<file path="src/rtl/fracdiv_pkg.sv">
package fracdiv_pkg;
  typedef enum logic {
    CTL_EXTERNAL = 1'b0,
    CTL_ACCUM    = 1'b1
  } ctl_src_e;
endpackage

</file>
<file path="src/rtl/fracdiv_accum.sv">
module fracdiv_accum #(
  parameter int AW = 16
) (
  input  logic          clk,
  input  logic          rst,
  input  logic          adv,
  input  logic [AW-1:0] k_frac,
  output logic          carry
);
  logic [AW-1:0] acc;
  logic [AW:0]   sum;

  // phase sum for the add taken at the coming boundary
  assign sum   = {1'b0, acc} + {1'b0, k_frac};
  assign carry = sum[AW];

  always_ff @(posedge clk) begin
    if (rst)
      acc <= '0;
    else if (adv)
      acc <= sum[AW-1:0];
  end


  acc_hold_chk: assert property (@(posedge clk) disable iff (rst)
    !adv |=> $stable(acc));
endmodule

</file>
<file path="src/rtl/fracdiv_select.sv">
module fracdiv_select
  import fracdiv_pkg::*;
#(
  parameter int NW = 12,
  localparam int LW = NW + 1
) (
  input  logic [NW-1:0] n_div,
  input  ctl_src_e      src,
  input  logic          ext_bit,
  input  logic          acc_carry,
  output logic [LW-1:0] base_len,
  output logic [LW-1:0] next_len
);
  logic ctl;

  always_comb begin
    // the counter needs at least two clocks per period
    if (n_div < NW'(2))
      base_len = LW'(2);
    else
      base_len = {1'b0, n_div};
    ctl      = (src == CTL_ACCUM) ? acc_carry : ext_bit;
    next_len = base_len + LW'(ctl);
  end
endmodule

</file>
<file path="src/rtl/fracdiv_counter.sv">
module fracdiv_counter #(
  parameter int LW = 13
) (
  input  logic          clk,
  input  logic          rst,
  input  logic [LW-1:0] base_len,
  input  logic [LW-1:0] next_len,
  output logic          wrap,
  output logic          div_clk,
  output logic          div_stb
);
  logic [LW-1:0] cnt, plen;
  logic [LW-1:0] cnt_n, plen_n, half_n;

  assign wrap = (cnt == plen - LW'(1));

  always_comb begin
    cnt_n  = wrap ? '0 : cnt + LW'(1);
    plen_n = wrap ? next_len : plen;
    half_n = (plen_n + LW'(1)) >> 1;
  end

  always_ff @(posedge clk) begin
    if (rst) begin
      cnt     <= '0;
      plen    <= base_len;
      div_stb <= 1'b0;
      div_clk <= 1'b0;
    end else begin
      cnt     <= cnt_n;
      plen    <= plen_n;
      div_stb <= wrap;
      div_clk <= (cnt_n < half_n);
    end
  end


  stb_single_chk: assert property (@(posedge clk) disable iff (rst)
    div_stb |=> !div_stb);

  len_hold_chk: assert property (@(posedge clk) disable iff (rst)
    !wrap |=> $stable(plen));

  clk_at_start_chk: assert property (@(posedge clk) disable iff (rst)
    div_stb |-> div_clk);

  cnt_bound_chk: assert property (@(posedge clk) disable iff (rst)
    cnt < plen);

  len_min_chk: assert property (@(posedge clk) disable iff (rst)
    plen >= LW'(2));
endmodule

</file>
<file path="src/rtl/fracdiv_top.sv">
module fracdiv_top
  import fracdiv_pkg::*;
#(
  parameter int NW = 12,
  parameter int AW = 16,
  localparam int LW = NW + 1
) (
  input  logic          clk,
  input  logic          rst,
  input  logic [NW-1:0] n_div,
  input  logic [AW-1:0] k_frac,
  input  logic          src_sel,
  input  logic          mod_bit,
  output logic          div_clk,
  output logic          div_stb
);
  ctl_src_e      src;
  logic          wrap, carry, adv;
  logic [LW-1:0] base_len, next_len;

  assign src = ctl_src_e'(src_sel);
  assign adv = wrap && (src == CTL_ACCUM);

  fracdiv_accum #(.AW(AW)) u_accum (
    .clk    (clk),
    .rst    (rst),
    .adv    (adv),
    .k_frac (k_frac),
    .carry  (carry)
  );

  fracdiv_select #(.NW(NW)) u_select (
    .n_div     (n_div),
    .src       (src),
    .ext_bit   (mod_bit),
    .acc_carry (carry),
    .base_len  (base_len),
    .next_len  (next_len)
  );

  fracdiv_counter #(.LW(LW)) u_counter (
    .clk      (clk),
    .rst      (rst),
    .base_len (base_len),
    .next_len (next_len),
    .wrap     (wrap),
    .div_clk  (div_clk),
    .div_stb  (div_stb)
  );


  len_step_chk: assert property (@(posedge clk) disable iff (rst)
    (next_len == base_len) || (next_len == base_len + LW'(1)));
endmodule

</file>
<file path="config.mk">
export PLATFORM = sky130hd
export DESIGN_NAME = fracdiv_top
export DESIGN_NICKNAME = d
export VERILOG_FILES = /design/src/rtl/fracdiv_pkg.sv /design/src/rtl/fracdiv_accum.sv /design/src/rtl/fracdiv_select.sv /design/src/rtl/fracdiv_counter.sv /design/src/rtl/fracdiv_top.sv
export SDC_FILE = /design/constraint.sdc
export NUM_CORES = 1
export LEC_CHECK = 0
export BUFFER_PORTS_ARGS = -buffer_cell sky130_fd_sc_hd__buf_4
export CORE_AREA = 2 2 81 83
export DETAILED_ROUTE_END_ITERATION = 16
export DIE_AREA = 0 0 83 85
export PLACE_DENSITY = 0.82
export SLEW_MARGIN = 40
export SYNTH_ARGS = -nofsm -noshare
export SYNTH_HDL_FRONTEND = slang
export SYNTH_SLANG_ARGS = --single-unit
</file>
<file path="constraint.sdc">
create_clock -name clk -period 16.6 [get_ports clk]
set_input_delay 2.49 -clock clk [delete_from_list [all_inputs] [get_ports clk]]
set_output_delay 2.49 -clock clk [all_outputs]
set_load 0.1 [all_outputs]
</file>
# Word-level counts from Yosys, hierarchy flattened
# Cells that the tools add are included.
totals:
  input_bits: 32
  elab_cells: 19
  output_inout_bits: 2
  ff_bits: 44
classes:
  n_eq_ne: 1
  mux: 5
  add_sub_neg: 5
  reduce_logical: 1
  magnitude_cmp: 2
ops:
  columns: ["cell", "count"]
  rows:
  - ["13-bit 2-to-1 mux", 3]
  - ["13-bit by 1-bit adder with 13-bit output, second input constant", 2]
  - ["16-bit by 16-bit adder with 17-bit output", 1]
  - ["13-bit by 1-bit adder with 13-bit output", 1]
  - ["13-bit == test", 1]
  - ["13-bit by 12-bit less-than comparator with 1-bit output", 1]
  - ["13-bit by 1-bit subtractor with 13-bit output, second input constant", 1]
  - ["12-bit by 2-bit less-than comparator with 1-bit output, second input constant", 1]
  - ["12-bit 2-to-1 mux", 1]
  - ["1-bit logical AND", 1]
  - ["1-bit 2-to-1 mux", 1]

# Logic depth before layout (Yosys ltp)
# Gate-level depths: netlist of the first run.
logic_depth:
  depth_word: 6
  mapped_depth: 27
  ltp_nobuf: 27

# By module
# A second synthesis of the first run with hierarchy kept.
hier_totals:
  hier_cells: 538
  area_unflattened_um2: 4199.0
modules_own_cells:
  columns: ["module", "cells_each", "seq_area_each_um2", "instances", "area_per_inst_um2"]
  rows:
  - ["fracdiv_counter", 308, 560.5, 1, 2411.1]
  - ["fracdiv_accum", 180, 320.3, 1, 1460.2]
  - ["fracdiv_select", 49, 0.0, 1, 321.6]
  - ["fracdiv_top", 1, 0.0, 1, 6.3]

# Worst setup path after synthesis of the first run
# OpenSTA, ideal clock, no wires.
synth_path:
  path_type: "input port to flip-flop"
  start: "in k_frac[0]"
  end: "reg u_counter.div_clk"
  arrival_ps: 6972
  path_slack_ps: 9558
  cell_stages: 27
  required_ps: 16530
  cell_sequence: "ha_1 > fa_1 > a211oi_1 > o21ai_0 > a31oi_1 > a21oi_1 > a31oi_1 > nand2b_1 > a31oi_1 > ha_1 > ha_1 > nand3_1 > o21ai_0 > ha_1 > and3_1 > and3_1 > xnor2_1 > nor2_1 > a21oi_1 > ha_1 > a21o_1 > a211oi_1 > nand2_1 > a31oi_1 > a21oi_1 > o21a_1 > a21oi_1"
synth_via:
  elab_chain_len: 6
synth_rtl:
  columns: ["element", "line", "text"]
  rows:
  - ["start: declaration", "fracdiv_top.sv:11", "input logic [AW-1:0] k_frac,"]
  - ["16-bit by 16-bit adder with 17-bit output", "fracdiv_accum.sv:14", "assign sum = {1'b0, acc} + {1'b0, k_frac};"]
  - ["1-bit 2-to-1 mux", "fracdiv_select.sv:22", "ctl = (src == CTL_ACCUM) ? acc_carry : ext_bit;"]
  - ["13-bit by 1-bit adder with 13-bit output", "fracdiv_select.sv:23", "next_len = base_len + LW'(ctl);"]
  - ["13-bit 2-to-1 mux", "fracdiv_counter.sv:19", "plen_n = wrap ? next_len : plen;"]
  - ["13-bit by 1-bit adder with 13-bit output", "fracdiv_counter.sv:20", "half_n = (plen_n + LW'(1)) >> 1;"]
  - ["13-bit by 12-bit less-than comparator with 1-bit output", "fracdiv_counter.sv:33", "div_clk <= (cnt_n < half_n);"]
  - ["end signal: assignment", "fracdiv_counter.sv:33", null]
  - ["end: declaration", "fracdiv_counter.sv:9", "output logic div_clk,"]
# Every way passes these cells.
# A chain may end at the register's enable or synchronous reset.

# Worst setup path after layout of the first run
# Ends and elaborated chain as after synthesis.

==> impl_metrics.toml, run 1 <==
[cts]
number_of_hold_buffers_added_after_cts = 0
clock_tree_sinks = 44
post_cts_buffers = 0
cts-htree-levels = 2
postCtsResizedCells = 0
cts_root_buffer = "sky130_fd_sc_hd__clkbuf_8"
clock_path_buffers = 2
clock_pin_slew_of_the_registers_on_the_worst_case_setup_and_hold_paths_ns = 0.09
cts_made_buffers = 5
clock_latency_ns = 0.31
tritoncts = "built"

[timing]
timing.setup.tns_ns = 0
finalClockSkew_ns = 0.0114
worst-slew-pin-transition_ns = 0.675
setup_failing_eps_final = 0
period_share = 0.452
final-max-slew-violation-count = 0
final_hold_viol_count = 0
max_clock_freq_mhz = 133
worst_hold_slack_ns = 0.463
setup_repair_after_global_routing_missed_its_margin = "false"
timing.max_slew.rel_slack = 0.550
finalCriticalPeriod_ns = 7.50

[yosys]
synth_area_per_cell_um2 = 7.69
yosys.cell_types.count = 53
synth-edff-count = 0
yosys_synthesis_warning_count = 0
yosysSeqAreaShare = 0.227
postSynth.topFlopCell = "sky130_fd_sc_hd__dfxtp_1"
synth_seq_cells = 44
synth_cells = 506
postSynth.asyncResetShare = 0
syn-num-nets = 571
synthesis.area_um2 = 3890

[global_routing]
met2_usage = 0.437
met1_usage = 0.367
grt_antenna_before_repair = 0
grt_overflow_total = 0
grt_use_total = 0.266
grt_most_used_layer = "met2"
grt_start_max_net_pins = 60
number_of_global_route_vias_before_repair = 3461
first_pass_grt_wire_length_mm = 15.6
groute.layer.met3.usage = 0.0447

[power]
power-per-cell-area_nw_per_um2 = 61.4
peakVddDrop_mv = 0.0456
power.leakage_nw = 1.76

[route]
route.detailed.drc = 0
drt_first_iter_violations = 275
wirelength_mm = 9.18
drt.antenna.violating_nets = 0
drt-wirelength-per-cell_um = 15.4
drt-vias-per-instance = 6.21
drt_first_pass_iters = 5
vias = 3690

[setup_path]
worstRegToRegCells = 27
rrSetupSlack_ns = 11.08
timing.critical_path.to = "u_counter.div_clk"
path_class = "primary input to register"
setup.worst_path.start_class = "primary input"
setup.worst_path.end_class = "register"
startpoint = "k_frac[0]"
critical_path_arrival_ns = 7.74
critical_path.max_fanout = 3
worst_ep_required_time_ns = 16.84
r2r_end = "u_counter.div_clk"
critical_path.reg2reg.startpoint = "u_accum.acc[0]"

[floorplanning]
io-pin-count = 34
dieWidth_um = 83
fp.coreArea_um2 = 6200
floorplan.rows = 29
die-area_um2 = 7060
effective_utilization_at_floorplan = 0.627
fp.dieH_um = 85

[layout]
antennaDiodeCount = 0
nNetsFinal = 581
final_layout_size_suffix_gt1_frac = 0.104
fillerInstances = 513
syn2layout_area_growth_pct = 8.11

[status]
status = "finished, final reports clean"

[placement]
hpwlAfterDp_mm = 6.74
gp_congestion = 1.03
buffer_ports.inserted = 33

[flow_run]
max-cap-violations = 0

[hold_path]
timing.hold.worst.class = "register to register"
-- layer usage --
metal	wire length, µm	vias to the layer above
li1	-	1826
met1	4360	1750
met2	4260	102
met3	436	12
met4	119	0
met5	0	-
-- cells in the mapped netlist, drive strengths merged, types with 6 or more instances --
cell type	instances	area, µm²
nand3	37	198
dfxtp	44	881
a21o	6	45.0
and3	17	106
nor2	43	161
clkbuf	20	75.1
mux2i	14	140
a31oi	6	37.5
ha	32	400
nand2b	7	43.8
xnor2	43	377
a211oi	6	45.0
xor2	22	193
nand2	39	146
nor3	19	95.1
a21oi	46	230
inv	10	37.5
buf	11	70.1
o21ai	18	90.1
-- cell families (layout without fill, tap and decap cells) --
logic type / after synthesis / count (layout) / share of synthesized area
XOR/XNOR: 65 / 65 / 0.146
buffers and inverters: 41 / 52 / 0.0470
AO/OA/AOI/OAI: 109 / 109 / 0.170
AND/OR/NAND/NOR: 198 / 198 / 0.260
multiplexers: 16 / 16 / 0.0418
adder cells (fa/ha/maj): 33 / 33 / 0.108
flip-flops: 44 / 44 / 0.227
-- registers in the layout, indices dropped and copies added (netlist names) --
register,count
u_accum.acc,16
u_counter.cnt,13
u_counter.plen,13
u_counter.div_clk,1
u_counter.div_stb,1
-- cell type report --
cell class                      count  area (µm²)  share of cell area
Timing Repair Buffer               34         255              0.0607
Clock inverter                      2        35.0             0.00833
Tap cell                           77        96.3              0.0229
Multi-Input combinational cell    421        2830               0.672
Clock buffer                        6        72.6              0.0173
Inverter                           10        37.5             0.00893
Sequential cell                    44         881               0.210
-- how the worst min path moves through the flow --
stage                               start  depth (start not counted)               to  slack, ns
after floorplan            u_accum.acc[4]                          2   u_accum.acc[4]       0.44
after global placement    u_accum.acc[11]                          2  u_accum.acc[11]       0.44
after detailed placement   u_accum.acc[8]                          2   u_accum.acc[8]       0.45
after CTS                 u_accum.acc[11]                          2  u_accum.acc[11]       0.46
after global routing       u_accum.acc[0]                          2   u_accum.acc[0]       0.49
final                      u_accum.acc[8]                          2   u_accum.acc[8]       0.46
-- stage by stage --
step                      worst slack (ns)  utilization  instances  cell area (µm²)  power [mW]
after floorplan                       9.56            -        506             3890       0.159
after global placement                9.09        0.660        586             4100       0.174
after detailed placement              8.86        0.660        586             4100       0.176
after CTS                             9.18        0.678        594             4200       0.260
after global routing                  8.71        0.678        594             4200       0.270
final                                 9.10        0.678        594             4200       0.258
-- report_power, final --
part           internal (mW)  switching, mW  total, mW
Clock                 0.0447         0.0388     0.0836
Combinational         0.0265         0.0308     0.0573
Sequential             0.109        0.00817      0.117
-- worst max-delay path, cell delays in order --
cell and delay, ns:
sky130_fd_sc_hd__buf_4 0.11, sky130_fd_sc_hd__ha_1 0.22, sky130_fd_sc_hd__fa_1 0.44, sky130_fd_sc_hd__a211oi_1 0.33
sky130_fd_sc_hd__o21ai_0 0.19, sky130_fd_sc_hd__a31oi_1 0.21, sky130_fd_sc_hd__a21oi_1 0.12, sky130_fd_sc_hd__a31oi_1 0.26
sky130_fd_sc_hd__nand2b_1 0.14, sky130_fd_sc_hd__a31oi_1 0.11, sky130_fd_sc_hd__ha_1 0.25, sky130_fd_sc_hd__ha_1 0.30
sky130_fd_sc_hd__nand3_1 0.07, sky130_fd_sc_hd__o21ai_0 0.12, sky130_fd_sc_hd__ha_1 0.26, sky130_fd_sc_hd__and3_1 0.21
sky130_fd_sc_hd__and3_1 0.21, sky130_fd_sc_hd__xnor2_1 0.12, sky130_fd_sc_hd__nor2_1 0.10, sky130_fd_sc_hd__a21oi_1 0.06
sky130_fd_sc_hd__ha_1 0.33, sky130_fd_sc_hd__a21o_1 0.16, sky130_fd_sc_hd__a211oi_1 0.36, sky130_fd_sc_hd__nand2_1 0.10
sky130_fd_sc_hd__a31oi_1 0.16, sky130_fd_sc_hd__a21oi_1 0.06, sky130_fd_sc_hd__o21a_1 0.12, sky130_fd_sc_hd__a21oi_1 0.12
-- placed cells by master (no fill, tap or decap), types with 6 or more instances in the layout --
cell,instances
sky130_fd_sc_hd__a21o_1,6
sky130_fd_sc_hd__buf_4,34
sky130_fd_sc_hd__inv_1,10
sky130_fd_sc_hd__nand2b_1,7
sky130_fd_sc_hd__nand3_1,36
sky130_fd_sc_hd__ha_1,32
sky130_fd_sc_hd__nand2_1,39
sky130_fd_sc_hd__dfxtp_1,44
sky130_fd_sc_hd__a21oi_1,46
sky130_fd_sc_hd__o21ai_0,18
sky130_fd_sc_hd__a211oi_1,6
sky130_fd_sc_hd__mux2i_1,14
sky130_fd_sc_hd__xor2_1,22
sky130_fd_sc_hd__a31oi_1,6
sky130_fd_sc_hd__and3_1,17
sky130_fd_sc_hd__nor2_1,43
sky130_fd_sc_hd__xnor2_1,43
sky130_fd_sc_hd__nor3_1,19
Note: power is estimated with default switching activity, not from simulation.
==> inputs of run 2 (changes only) <==
--- a/config.mk
+++ b/config.mk
@@ -6,10 +6,10 @@
 export NUM_CORES = 1
 export LEC_CHECK = 0
 export BUFFER_PORTS_ARGS = -buffer_cell sky130_fd_sc_hd__buf_4
-export CORE_AREA = 2 2 81 83
+export CORE_AREA = 2 2 83 85
 export DETAILED_ROUTE_END_ITERATION = 16
-export DIE_AREA = 0 0 83 85
-export PLACE_DENSITY = 0.82
+export DIE_AREA = 0 0 85 87
+export PLACE_DENSITY = 0.78
 export SLEW_MARGIN = 40
 export SYNTH_ARGS = -nofsm -noshare
 export SYNTH_HDL_FRONTEND = slang
==> constraint.sdc (replaced) <==
create_clock -name clk -period 7.3 [get_ports clk]
set_input_delay 1.095 -clock clk [delete_from_list [all_inputs] [get_ports clk]]
set_output_delay 1.095 -clock clk [all_outputs]
set_load 0.1 [all_outputs]
==> impl_metrics.toml, run 2 (synthesis results as in run 1) <==
[flow_run]
max-cap-violations = 0

[setup_path]
critical_path_arrival_ns = 6.38
worst_ep_required_time_ns = 7.53
setup.worst_path.start_class = "primary input"
cpMaxStageDelayCell = "sky130_fd_sc_hd__fa_1"
path_class = "primary input to register"
critical_path.max_fanout = 3
setup.worst_path.end_class = "register"
cp.buffers_inverters = 1
critical-path-top-cell-by-count = "sky130_fd_sc_hd__ha_1"
cp_top_family = "compound AO/OA/AOI/OAI gates"
critical_path.max_stage_delay_ns = 0.42

[timing]
setup_failing_eps_final = 0
setup_repair_after_global_routing_missed_its_margin = "false"
timing.max_slew.rel_slack = 0.574
worst-slew-pin-transition_ns = 0.639
final_hold_viol_count = 0
max_clock_freq_mhz = 163
timing.setup.tns_ns = 0
worst_hold_slack_ns = 0.461
finalClockSkew_ns = 0.00719
period_share = 0.842
final-max-slew-violation-count = 0
finalCriticalPeriod_ns = 6.14

[route]
drt-vias-per-instance = 6.07
drt.antenna.violating_nets = 0
drt_first_pass_iters = 5
vias = 3625
drt_first_iter_violations = 280
drt-wirelength-per-cell_um = 15.6
wirelength_mm = 9.34
route.detailed.drc = 0

[power]
power-per-cell-area_nw_per_um2 = 135
portion_of_total_power_attributed_to_combinational_logic = 0.233
clockPowerShare = 0.295
internal_power_mw = 0.385
peakVddDrop_mv = 0.0826
power.leakage_nw = 1.76
swShare = 0.320
sequentialPowerShare = 0.472
net-switching-power_mw = 0.181

[cts]
cts_root_buffer = "sky130_fd_sc_hd__clkbuf_8"
clock_path_buffers = 2
tritoncts = "built"
number_of_hold_buffers_added_after_cts = 0
clock_tree_sinks = 44
clock_pin_slew_of_the_registers_on_the_worst_case_setup_and_hold_paths_ns = 0.09
cts-htree-levels = 2
cts_made_buffers = 5
post_cts_buffers = 0
postCtsResizedCells = 0
clock_latency_ns = 0.31

[floorplanning]
effective_utilization_at_floorplan = 0.592
fp.coreArea_um2 = 6570
io-pin-count = 34
floorplan.rows = 30
fp.dieH_um = 87
die-area_um2 = 7400
dieWidth_um = 85

[layout]
largest_reg_flops = 16
most_common_library_cell_in_the_layout_ignoring_fill_and_taps = "sky130_fd_sc_hd__a21oi_1"
reg_top3 = "u_accum.acc (16), u_counter.cnt (13), u_counter.plen (13)"
syn2layout_area_growth_pct = 7.82
final_layout_size_suffix_gt1_frac = 0.106
fillerInstances = 569
nNetsFinal = 581
antennaDiodeCount = 0
top_library_cells_by_usage_in_the_layout_fill_and_taps_aside = "sky130_fd_sc_hd__a21oi_1, sky130_fd_sc_hd__dfxtp_1, sky130_fd_sc_hd__xnor2_1, sky130_fd_sc_hd__nor2_1, sky130_fd_sc_hd__nand2_1"
largest_register = "u_accum.acc"

[placement]
gp_congestion = 0.911
buffer_ports.inserted = 33
hpwlAfterDp_mm = 6.96

[global_routing]
grt_start_max_net_pins = 56
grt_overflow_total = 0
first_pass_grt_wire_length_mm = 15.5
number_of_global_route_vias_before_repair = 3343
grt_antenna_before_repair = 0
grt_use_total = 0.257

[status]
status = "finished, final reports clean"

[hold_path]
timing.hold.worst.class = "register to register"
[run 2: worst paths after layout]
| check | startpoint | end | slack, ns | cells after the start |
|---|---|---|---|---|
| max | k_frac[0] | u_counter.div_clk | 1.16 | 28 |
| min | u_accum.acc[9] | u_accum.acc[9] | 0.46 | 2 |
| max reg2reg | u_accum.acc[0] | u_counter.div_clk | 1.73 | 27 |
| min reg2reg | u_accum.acc[9] | u_accum.acc[9] | 0.46 | 2 |
[run 2: power groups by stage]
stage / logic [mW] / registers, mW / clock network (mW)
floorplan: 0.100 / 0.262 / 0
global placement: 0.125 / 0.271 / 0
detailed placement: 0.129 / 0.272 / 0
CTS: 0.130 / 0.266 / 0.170
global route: 0.145 / 0.269 / 0.178
finish: 0.132 / 0.267 / 0.167
[run 2: area by class of cell]
class	count	area (µm²)	share of cell area
timing repair buffer	34	255	0.0609
clock buffer	6	82.6	0.0197
sequential	44	881	0.210
clock inverter	2	10.0	0.00239
tap	80	100	0.0239
inverter	10	37.5	0.00895
multi-input combinational	421	2830	0.674
[run 2: through the flow]
stage	total power, mW	worst slack, ns	cells	area [µm²]	util
5_1_grt	0.591	0.784	597	4190	0.638
6_report	0.566	1.16	597	4190	0.638
3_5_place_dp	0.401	0.944	589	4100	0.624
4_1_cts	0.566	1.19	597	4190	0.638
2_1_floorplan	0.362	1.65	506	3890	-
3_3_place_gp	0.396	1.17	589	4100	0.624
[run 2: worst register-to-register path, stage by stage (launching register included)]
cell and delay, ns:
sky130_fd_sc_hd__dfxtp_1 0.33, sky130_fd_sc_hd__ha_1 0.22, sky130_fd_sc_hd__fa_1 0.42, sky130_fd_sc_hd__a211oi_1 0.28
sky130_fd_sc_hd__o21ai_0 0.18, sky130_fd_sc_hd__a31oi_1 0.20, sky130_fd_sc_hd__a21oi_1 0.13, sky130_fd_sc_hd__a31oi_1 0.24
sky130_fd_sc_hd__nand2b_1 0.14, sky130_fd_sc_hd__a31oi_1 0.12, sky130_fd_sc_hd__ha_1 0.26, sky130_fd_sc_hd__ha_1 0.30
sky130_fd_sc_hd__nand3_1 0.07, sky130_fd_sc_hd__o21ai_0 0.12, sky130_fd_sc_hd__ha_1 0.26, sky130_fd_sc_hd__and3_1 0.21
sky130_fd_sc_hd__and3_1 0.22, sky130_fd_sc_hd__xnor2_1 0.14, sky130_fd_sc_hd__nor2_1 0.05, sky130_fd_sc_hd__a21oi_1 0.16
sky130_fd_sc_hd__ha_1 0.26, sky130_fd_sc_hd__a21o_1 0.16, sky130_fd_sc_hd__a211oi_1 0.42, sky130_fd_sc_hd__nand2_1 0.09
sky130_fd_sc_hd__a31oi_1 0.19, sky130_fd_sc_hd__a21oi_1 0.07, sky130_fd_sc_hd__o21a_1 0.13, sky130_fd_sc_hd__a21oi_1 0.14
[run 2: metal layers]
metal | global-route usage | part of all wire
met1 | 0.351 | 0.47
met2 | 0.423 | 0.46
met3 | 0.0379 | 0.056
met4 | 0.0750 | 0.014
met5 | 0 | 0
==> inputs of run 3 (changes only) <==
--- a/config.mk
+++ b/config.mk
@@ -6,10 +6,10 @@
 export NUM_CORES = 1
 export LEC_CHECK = 0
 export BUFFER_PORTS_ARGS = -buffer_cell sky130_fd_sc_hd__buf_4
-export CORE_AREA = 2 2 83 85
+export CORE_AREA = 2 2 88 90
 export DETAILED_ROUTE_END_ITERATION = 16
-export DIE_AREA = 0 0 85 87
-export PLACE_DENSITY = 0.78
+export DIE_AREA = 0 0 90 92
+export PLACE_DENSITY = 0.73
 export SLEW_MARGIN = 40
 export SYNTH_ARGS = -nofsm -noshare
 export SYNTH_HDL_FRONTEND = slang
==> constraint.sdc (replaced) <==
create_clock -name clk -period 5.1 [get_ports clk]
set_input_delay 0.765 -clock clk [delete_from_list [all_inputs] [get_ports clk]]
set_output_delay 0.765 -clock clk [all_outputs]
set_load 0.1 [all_outputs]
==> impl_metrics.toml, run 3 (synthesis results as in run 1) <==
[setup_path]
cpMaxStageDelayCell = "sky130_fd_sc_hd__fa_2"
setup.worst_path.start_class = "primary input"
worstRegToRegCells = 25
critical-path-top-cell-by-count = "sky130_fd_sc_hd__ha_4"
cp.buffers_inverters = 1
critical_path_arrival_ns = 5.24
critical_path.max_fanout = 3
setup.worst_path.end_class = "register"
worst_ep_required_time_ns = 5.34
path_class = "primary input to register"
rrSetupSlack_ns = 0.30
cp_top_family = "compound AO/OA/AOI/OAI gates"
worst-path-stages = 26
critical_path.max_stage_delay_ns = 0.36

[layout]
nNetsFinal = 670
antennaDiodeCount = 0
final_layout_size_suffix_gt1_frac = 0.281
largest_reg_flops = 16
largest_register = "u_accum.acc"
syn2layout_area_growth_pct = 30.6
top_library_cells_by_usage_in_the_layout_fill_and_taps_aside = "sky130_fd_sc_hd__buf_4, sky130_fd_sc_hd__dfxtp_1, sky130_fd_sc_hd__nor2_1, sky130_fd_sc_hd__xnor2_1, sky130_fd_sc_hd__a21oi_1"
reg_top3 = "u_accum.acc (16), u_counter.cnt (13), u_counter.plen (13)"
most_common_library_cell_in_the_layout_ignoring_fill_and_taps = "sky130_fd_sc_hd__buf_4"

[route]
drt_first_iter_violations = 280
drt_first_pass_iters = 5
route.detailed.drc = 0
vias = 4234
drt.antenna.violating_nets = 0
drt-vias-per-instance = 5.98
drt-wirelength-per-cell_um = 16.7
wirelength_mm = 11.8

[global_routing]
grt_start_max_net_pins = 58
first_pass_grt_wire_length_mm = 19.6
grt_antenna_before_repair = 0
grt_use_total = 0.286
number_of_global_route_vias_before_repair = 4223
grt_overflow_total = 0

[power]
power-per-cell-area_nw_per_um2 = 176
peakVddDrop_mv = 0.128
power.leakage_nw = 2.24
power.total_mw = 0.893

[floorplanning]
die-area_um2 = 8280
io-pin-count = 34
floorplan.rows = 32
fp.coreArea_um2 = 7450
fp.dieH_um = 92
dieWidth_um = 90
effective_utilization_at_floorplan = 0.522

[hold_path]
timing.hold.worst.class = "register to register"
hold-path-cell-count = 2

[timing]
period_share = 0.980
timing.max_slew.rel_slack = 0.576
final-max-slew-violation-count = 0
setup_repair_after_global_routing_missed_its_margin = "true"
finalClockSkew_ns = 0.00503
timing.setup.tns_ns = 0
finalCriticalPeriod_ns = 5.00
final.setup.worst_slack_ns = 0.103
max_clock_freq_mhz = 200
worst-slew-pin-transition_ns = 0.636
setup_failing_eps_final = 0
final_hold_viol_count = 0

[flow_run]
max-cap-violations = 0

[cts]
cts-htree-levels = 2
cts_made_buffers = 5
cts_root_buffer = "sky130_fd_sc_hd__clkbuf_8"
number_of_hold_buffers_added_after_cts = 0
clock_latency_ns = 0.30
clock_path_buffers = 2
clock_pin_slew_of_the_registers_on_the_worst_case_setup_and_hold_paths_ns = 0.09
tritoncts = "built"
clock_tree_sinks = 44

[placement]
gp_congestion = 0.890
buffer_ports.inserted = 33
dp_slack_ns = -0.493
hpwlAfterDp_mm = 7.61

[status]
status = "finished, final reports clean"
run 3: cell types whose count changed in the layout (fill, tap and decap cells not counted), sizes merged:
| cell | delta |
|---|---|
| buf | +89 |
| bufinv | +1 |
| clkinv | -1 |
run 3: tightest hold or removal path, cell delays in order (launching register included):
cell and delay [ns]:
sky130_fd_sc_hd__dfxtp_1 0.33, sky130_fd_sc_hd__nand2_1 0.05, sky130_fd_sc_hd__a21oi_1 0.05
run 3: per-layer routing:
metal / part of all wire / up-vias / track usage / wire, µm
met1: 0.42 / 2023 / 0.350 / 4980
met3: 0.056 / 44 / 0.0477 / 664
li1: - / 1997 / - / -
met5: 0 / - / 0 / 0
met2: 0.48 / 170 / 0.495 / 5690
met4: 0.040 / 0 / 0.129 / 469
run 3: final cells by class:
class / count / area [µm²]
Timing Repair Buffer: 123 / 931
Clock buffer: 6 / 72.6
Fill cell: 600 / 2370
Sequential cell: 44 / 881
Tap cell: 102 / 128
Inverter: 10 / 37.5
Clock inverter: 2 / 35.0
Multi-Input combinational cell: 421 / 2990
run 3: power breakdown:
group	internal, mW	switching (mW)
logic	0.116	0.123
registers	0.355	0.0225
clock network	0.146	0.131
total	0.617	0.276
run 3: worst paths after layout:
kind | startpoint | end
max | k_frac[0] | u_counter.div_clk
min | u_accum.acc[7] | u_accum.acc[7]
max reg2reg | u_accum.acc[0] | u_counter.div_clk
min reg2reg | u_accum.acc[7] | u_accum.acc[7]
run 3: timing repair:
action	4_1_cts	5_1_grt
endpoints found under the setup margin	1	2
pin swaps	21	8
gates resized for setup	21	13
setup buffers	45	4
run 3: stage by stage:
stage	hold slack (ns)	util	instance area, µm²	std cells
6_report	0.468	0.682	5080	708
2_1_floorplan	0.436	-	3900	506
4_1_cts	0.465	0.672	5010	706
3_5_place_dp	0.453	0.598	4460	653
5_1_grt	0.497	0.682	5080	708
3_3_place_gp	0.442	0.598	4460	653
